**src/rtl/llu_pkg.sv**
```systemverilog
package llu_pkg;
   // Tracked slots: 0=EX, 1=DF, 2=DS, 3=TC (order is behaviour)
   localparam int unsigned LLU_NSTG  = 4;
   localparam int unsigned LLU_NCMP  = LLU_NSTG - 1;
   localparam int unsigned LLU_NSRC  = 2;
   localparam int unsigned LLU_EX    = 0;
   localparam int unsigned LLU_DF    = 1;
   localparam int unsigned LLU_DS    = 2;
   localparam int unsigned LLU_TC    = 3;

   typedef enum logic [0:0] {
      LLU_RUN    = 1'b0,
      LLU_REFILL = 1'b1
   } llu_state_e;
endpackage

```
**src/rtl/llu_cmp.sv**
```systemverilog
module llu_cmp #(
   parameter int unsigned REG_W     = 5,
   parameter int unsigned NCMP      = 3,
   parameter bit          ZERO_NULL = 1'b1
) (
   input  logic [NCMP-1:0]            st_vld,
   input  logic [NCMP-1:0]            st_load,
   input  logic [NCMP-1:0][REG_W-1:0] st_dst,
   input  logic [REG_W-1:0]           src,
   output logic [NCMP-1:0]            hit
);
   logic src_ok;

   generate
      if (ZERO_NULL) begin : g_zero_null
         assign src_ok = |src;
      end else begin : g_zero_real
         assign src_ok = 1'b1;
      end
   endgenerate

   generate
      for (genvar g = 0; g < NCMP; g++) begin : g_stage
         assign hit[g] = src_ok & st_vld[g] & st_load[g] & (st_dst[g] == src);
      end
   endgenerate
endmodule

```
**src/rtl/llu_track.sv**
```systemverilog
module llu_track
   import llu_pkg::*;
#(
   parameter int unsigned REG_W = 5
) (
   input  logic                           clk,
   input  logic                           rst_n,
   input  logic                           advance,
   input  logic                           bubble,
   input  logic                           rf_vld,
   input  logic                           rf_is_load,
   input  logic [REG_W-1:0]               rf_dst,
   input  logic                           rf_spec,
   input  logic                           confirm_set,
   output logic [LLU_NSTG-1:0]            st_vld,
   output logic [LLU_NSTG-1:0]            st_load,
   output logic [LLU_NCMP-1:0][REG_W-1:0] st_dst,
   output logic                           ex_spec,
   output logic                           tc_ok
);
   logic entry_vld;

   assign entry_vld = rf_vld & ~bubble;

   always_ff @(posedge clk) begin
      if (!rst_n) begin
         st_vld  <= '0;
         st_load <= '0;
         st_dst  <= '0;
         ex_spec <= 1'b0;
         tc_ok   <= 1'b0;
      end else if (advance) begin
         st_vld[LLU_EX]  <= entry_vld;
         st_load[LLU_EX] <= entry_vld & rf_is_load;
         st_dst[LLU_EX]  <= rf_dst;
         ex_spec         <= entry_vld & rf_spec;
         for (int i = 1; i < LLU_NSTG; i++) begin
            st_vld[i]  <= st_vld[i-1];
            st_load[i] <= st_load[i-1];
         end
         for (int i = 1; i < LLU_NCMP; i++) begin
            st_dst[i] <= st_dst[i-1];
         end
         tc_ok <= 1'b0;
      end else if (confirm_set) begin
         tc_ok <= 1'b1;
      end
   end
endmodule

```
**src/rtl/llu_miss.sv**
```systemverilog
module llu_miss
   import llu_pkg::*;
(
   input  logic clk,
   input  logic rst_n,
   input  logic tc_pend,
   input  logic tc_hit,
   input  logic refill_done,
   output logic freeze,
   output logic hit_now,
   output logic refill_ack,
   output logic replay_q
);
   llu_state_e state_q, state_d;
   logic       miss_now;

   assign miss_now   = (state_q == LLU_RUN) & tc_pend & ~tc_hit;
   assign freeze     = miss_now | (state_q == LLU_REFILL);
   assign hit_now    = (state_q == LLU_RUN) & tc_hit;
   assign refill_ack = (state_q == LLU_REFILL) & refill_done;

   always_comb begin
      state_d = state_q;
      unique case (state_q)
         LLU_RUN:    if (miss_now)    state_d = LLU_REFILL;
         LLU_REFILL: if (refill_done) state_d = LLU_RUN;
         default:                     state_d = LLU_RUN;
      endcase
   end

   always_ff @(posedge clk) begin
      if (!rst_n) begin
         state_q  <= LLU_RUN;
         replay_q <= 1'b0;
      end else begin
         state_q  <= state_d;
         replay_q <= refill_ack;
      end
   end
endmodule

```
**src/rtl/load_use_replay.sv**
```systemverilog
module load_use_replay
   import llu_pkg::*;
#(
   parameter int unsigned REG_W     = 5,
   parameter bit          ZERO_NULL = 1'b1
) (
   input  logic             clk,
   input  logic             rst_n,
   input  logic             rf_vld,
   input  logic             rf_is_load,
   input  logic [REG_W-1:0] rf_dst,
   input  logic [REG_W-1:0] rf_src_a,
   input  logic [REG_W-1:0] rf_src_b,
   input  logic             tc_hit,
   input  logic             refill_done,
   output logic             stall_rf,
   output logic             bubble_ex,
   output logic             fwd_a,
   output logic             fwd_b,
   output logic             freeze_all,
   output logic             ex_unsafe,
   output logic             replay_ex
);
   generate
      if (REG_W < 2) begin : g_bad_width
         $error("load_use_replay: REG_W must be at least 2");
      end
      if (LLU_NCMP != LLU_DS + 1) begin : g_bad_depth
         $error("load_use_replay: compare depth must end at DS");
      end
   endgenerate

   logic [LLU_NSTG-1:0]            st_vld, st_load;
   logic [LLU_NCMP-1:0][REG_W-1:0] st_dst;
   logic                           ex_spec, tc_ok;
   logic [LLU_NSRC-1:0][REG_W-1:0] srcs;
   logic [LLU_NSRC-1:0][LLU_NCMP-1:0] hits;
   logic [LLU_NSRC-1:0]            early, ds_hit;
   logic                           hazard, tc_pend, confirm;
   logic                           hit_now, refill_ack, replay_q;

   assign srcs[0] = rf_src_a;
   assign srcs[1] = rf_src_b;

   generate
      for (genvar s = 0; s < LLU_NSRC; s++) begin : g_src
         llu_cmp #(
            .REG_W    (REG_W),
            .NCMP     (LLU_NCMP),
            .ZERO_NULL(ZERO_NULL)
         ) u_cmp (
            .st_vld (st_vld[LLU_NCMP-1:0]),
            .st_load(st_load[LLU_NCMP-1:0]),
            .st_dst (st_dst),
            .src    (srcs[s]),
            .hit    (hits[s])
         );
         assign early[s]  = hits[s][LLU_EX] | hits[s][LLU_DF];
         assign ds_hit[s] = rf_vld & hits[s][LLU_DS];
      end
   endgenerate

   assign hazard    = rf_vld & (|early);
   assign stall_rf  = hazard & ~freeze_all;
   assign bubble_ex = stall_rf;
   assign fwd_a     = ds_hit[0];
   assign fwd_b     = ds_hit[1];

   assign tc_pend   = st_vld[LLU_TC] & st_load[LLU_TC] & ~tc_ok;
   assign confirm   = tc_ok | hit_now;
   assign ex_unsafe = st_vld[LLU_EX] & ex_spec & ~confirm;
   assign replay_ex = replay_q & st_vld[LLU_EX] & ex_spec;

   llu_track #(.REG_W(REG_W)) u_track (
      .clk        (clk),
      .rst_n      (rst_n),
      .advance    (~freeze_all),
      .bubble     (stall_rf),
      .rf_vld     (rf_vld),
      .rf_is_load (rf_is_load),
      .rf_dst     (rf_dst),
      .rf_spec    (|ds_hit),
      .confirm_set(refill_ack),
      .st_vld     (st_vld),
      .st_load    (st_load),
      .st_dst     (st_dst),
      .ex_spec    (ex_spec),
      .tc_ok      (tc_ok)
   );

   llu_miss u_miss (
      .clk        (clk),
      .rst_n      (rst_n),
      .tc_pend    (tc_pend),
      .tc_hit     (tc_hit),
      .refill_done(refill_done),
      .freeze     (freeze_all),
      .hit_now    (hit_now),
      .refill_ack (refill_ack),
      .replay_q   (replay_q)
   );
endmodule

```
**config.mk**
```make
export PLATFORM = sky130hd
export DESIGN_NAME = load_use_replay
export DESIGN_NICKNAME = d
export VERILOG_FILES = /design/src/rtl/llu_pkg.sv /design/src/rtl/llu_cmp.sv /design/src/rtl/llu_track.sv /design/src/rtl/llu_miss.sv /design/src/rtl/load_use_replay.sv
export SDC_FILE = /design/constraint.sdc
export NUM_CORES = 1
export LEC_CHECK = 0
export BUFFER_PORTS_ARGS = -buffer_cell sky130_fd_sc_hd__buf_2
export CORE_ASPECT_RATIO = 1.1
export CORE_UTILIZATION = 52
export DETAILED_ROUTE_END_ITERATION = 12
export HOLD_SLACK_MARGIN = 0.12
export PLACE_DENSITY = 0.76
export SETUP_SLACK_MARGIN = 0.5
export SYNTH_ARGS = -nofsm -noshare
export SYNTH_HDL_FRONTEND = slang
export SYNTH_SLANG_ARGS = --single-unit
export TNS_END_PERCENT = 20
```
**constraint.sdc**
```tcl
create_clock -name clk -period 6.4 [get_ports clk]
set_input_delay 1.28 -clock clk [delete_from_list [all_inputs] [get_ports clk]]
set_output_delay 1.28 -clock clk [all_outputs]
set_load 0.03 [all_outputs]
```
==> flow_metrics.tcl <==
set metrics [dict create \
    status "completed" \
    post_cts_buffers 0 \
    clock_latency_ns 0.34 \
    path_max_fanout 4 \
    holdBufCountCts 0 \
    pwr_density_cell_mw_per_mm2 185 \
    totalWireLength_um 3110 \
    route.detailed.drc 0 \
    yosysTopAreaCell "dfxtp_1" \
    ys_types 23 \
    syn_avg_cell_area_um2 8.24 \
    fin_crit_sh 0.691 \
    seqPwrFrac 0.610 \
    timing.setup.tns_ns 0 \
    ctsHtreeMaxLevel 1 \
    nets 218 \
    timing.critical_path.to "stall_rf" \
    multi_input_area_um2 837 \
    switching_power_mw 0.0786 \
    sw_frac_of_total 0.265 \
    regToRegSetupSlack_ns 4.46 \
    vias 1262 \
    grt_remaining_overflow 0 \
    slew_viol_final 0 \
    place_ws_ns 1.98 \
    rr_worst_depth 6 \
    diodes 0 \
    arrival_ns 3.14 \
    use_met1 0.289 \
    worst_pin_slew_ns 0.673 \
    reg2reg_to "u_track.st_dst[13]" \
    cts_buffers 3 \
    hpwlAfterDp_um 2350 \
    syn_area_mm2 0.00143 \
    synth_fp_nets 194 \
    max_cap_viol_count 0 \
    clkPwrFrac 0.263 \
    grt_max_degree 29 \
    p_comb_frac 0.126 \
    ir_worst_vdd_mv 0.171 \
    design.core.area_mm2 0.00254 \
    setup_violations 0 \
    grt_antenna_before_repair 0 \
    floorplan.initialDensity 0.561 \
    cts_resized 0 \
    portBuffers 27 \
    gp_congestion 0.978 \
    met2_usage 0.430 \
    grt_pass1_vias 1234 \
    area_delta_synth_final_pct 12.2 \
    cts.sinks 27 \
    whs_path_depth 2 \
    instances_no_fill 227 \
    wl_per_cell_um 13.7 \
    grt_busiest_layer "met2" \
    fin_ws_ns 1.98 \
    ant_nets 0 \
    finalHoldViolCount 0 \
    fmax_mhz 226 \
    final_cell_mix "40 x nand2_1, 30 x xnor2_1, 27 x buf_2, 27 x dfxtp_1, 19 x a21boi_0" \
    clock-skew-final_ns 0.00185 \
    grt_pass1_wl_um 5460 \
    timing.slew.headroom 0.551 \
    grtUsageTotal 0.243 \
    dieArea_mm2 0.00296 \
    final_common_cell "nand2_1" \
    use_met3 0.0267 \
    drt_first_pass_iters 4 \
    critPathCaptureType "output port" \
    synth.yosys.seq_area_share 0.379 \
    internal-power_mw 0.218 \
    vias_per_cell 5.56 \
    hp-class "reg2reg" \
    ys_warn_count 0 \
    post-route-min-period_ns 4.42 \
    rr_startpoint "u_track.tc_ok" \
    num_rows 19 \
    critical_path_class "in2out" \
    die_h_um 56.9 \
    required_ns 5.12 \
    root_buffer "clkbuf_4" \
    grt_setup_unrepaired "false" \
    cts_tree "built" \
    ys_ff_latch 27 \
    syn_inst 173 \
    pin_count 28 \
    crit_path_start_kind "primary input" \
    p_leak_nw 0.601 \
    die_x_um 51.9 \
    dp.cells 223 \
    crit_start "rf_src_b[0]" \
    seqCellArea_um2 541 \
    drive_above_1_share 0.184 \
    synth_area_leaders "dfxtp_1 38%, xnor2_1 18%, nand2_1 11%, a21boi_0 10%, nand4_1 3.5%" \
    clk_pin_slew_worst_paths_ns 0.15 \
    clock_path_buffers 2 \
    fill_cells 238 \
    synth_top_area_share 0.379 \
    drtIter0Drc 16 \
]
## routing by layer
metal,routed length [µm],vias to the layer above,share of wire
met5,0,-,0
met4,66,0,0.021
met3,120,7,0.039
met2,1570,34,0.51
met1,1350,586,0.43
li1,-,635,-
## cell families after synthesis
family	Yosys count	synth area share
compound gates	25	0.135
xor+xnor	30	0.184
buf+inv	12	0.0342
flops	27	0.379
mux	1	0.00702
simple gates	78	0.261
## power groups by stage
| stage | registers (mW) | logic (mW) | clock network, mW |
|---|---|---|---|
| after floorplan | 0.182 | 0.0239 | 0 |
| after global placement | 0.184 | 0.0358 | 0 |
| after detailed placement | 0.185 | 0.0373 | 0 |
| after CTS | 0.181 | 0.0375 | 0.0810 |
| after global routing | 0.182 | 0.0413 | 0.0872 |
| final | 0.181 | 0.0373 | 0.0780 |
## worst min path at each step
stage | startpoint | end
after detailed placement | u_track.ex_spec | u_track.ex_spec
after global placement | u_track.ex_spec | u_track.ex_spec
after floorplan | u_track.ex_spec | u_track.ex_spec
after CTS | u_track.ex_spec | u_track.ex_spec
final | u_track.ex_spec | u_track.ex_spec
after global routing | u_track.ex_spec | u_track.ex_spec
## through the flow
stage,power (mW),area [µm²],hold slack (ns),util
6_report,0.296,1600,0.505,0.629
4_1_cts,0.299,1600,0.510,0.629
3_3_place_gp,0.220,1570,0.479,0.617
5_1_grt,0.310,1600,0.539,0.629
2_1_floorplan,0.206,1430,0.455,-
3_5_place_dp,0.222,1570,0.490,0.617
## critical path, stage by stage
cell	delay, ns
buf_2	0.13
or4_1	0.54
nor2_2	0.16
nor3_1	0.08
or4_4	0.55
and3_2	0.23
buf_2	0.17
## synthesized netlist by cell type, drive strengths merged
master / number
o211a: 1
inv: 3
o311a: 2
and3: 3
xnor2: 30
o21ai: 1
dfxtp: 27
nor3: 8
clkbuf: 8
nand2: 40
buf: 1
a21boi: 19
nand2b: 2
o31ai: 2
nand4: 8
or4: 3
mux2i: 1
nor2b: 2
nor2: 4
nand3: 8
## final cells by class
class	count	share of cell area
multi-input combinational	134	0.523
sequential	27	0.338
timing repair buffer	28	0.0891
tap	31	0.0242
clock buffer	3	0.0141
inverter	3	0.00704
clock inverter	1	0.00469
## registers in the layout, summed over array words and instances (netlist names)
| name | count |
|---|---|
| u_miss.replay_q | 1 |
| u_miss.state_q | 1 |
| u_track.ex_spec | 1 |
| u_track.st_dst | 15 |
| u_track.st_load | 4 |
| u_track.st_vld | 4 |
| u_track.tc_ok | 1 |
(Power assumes the default switching activity.)
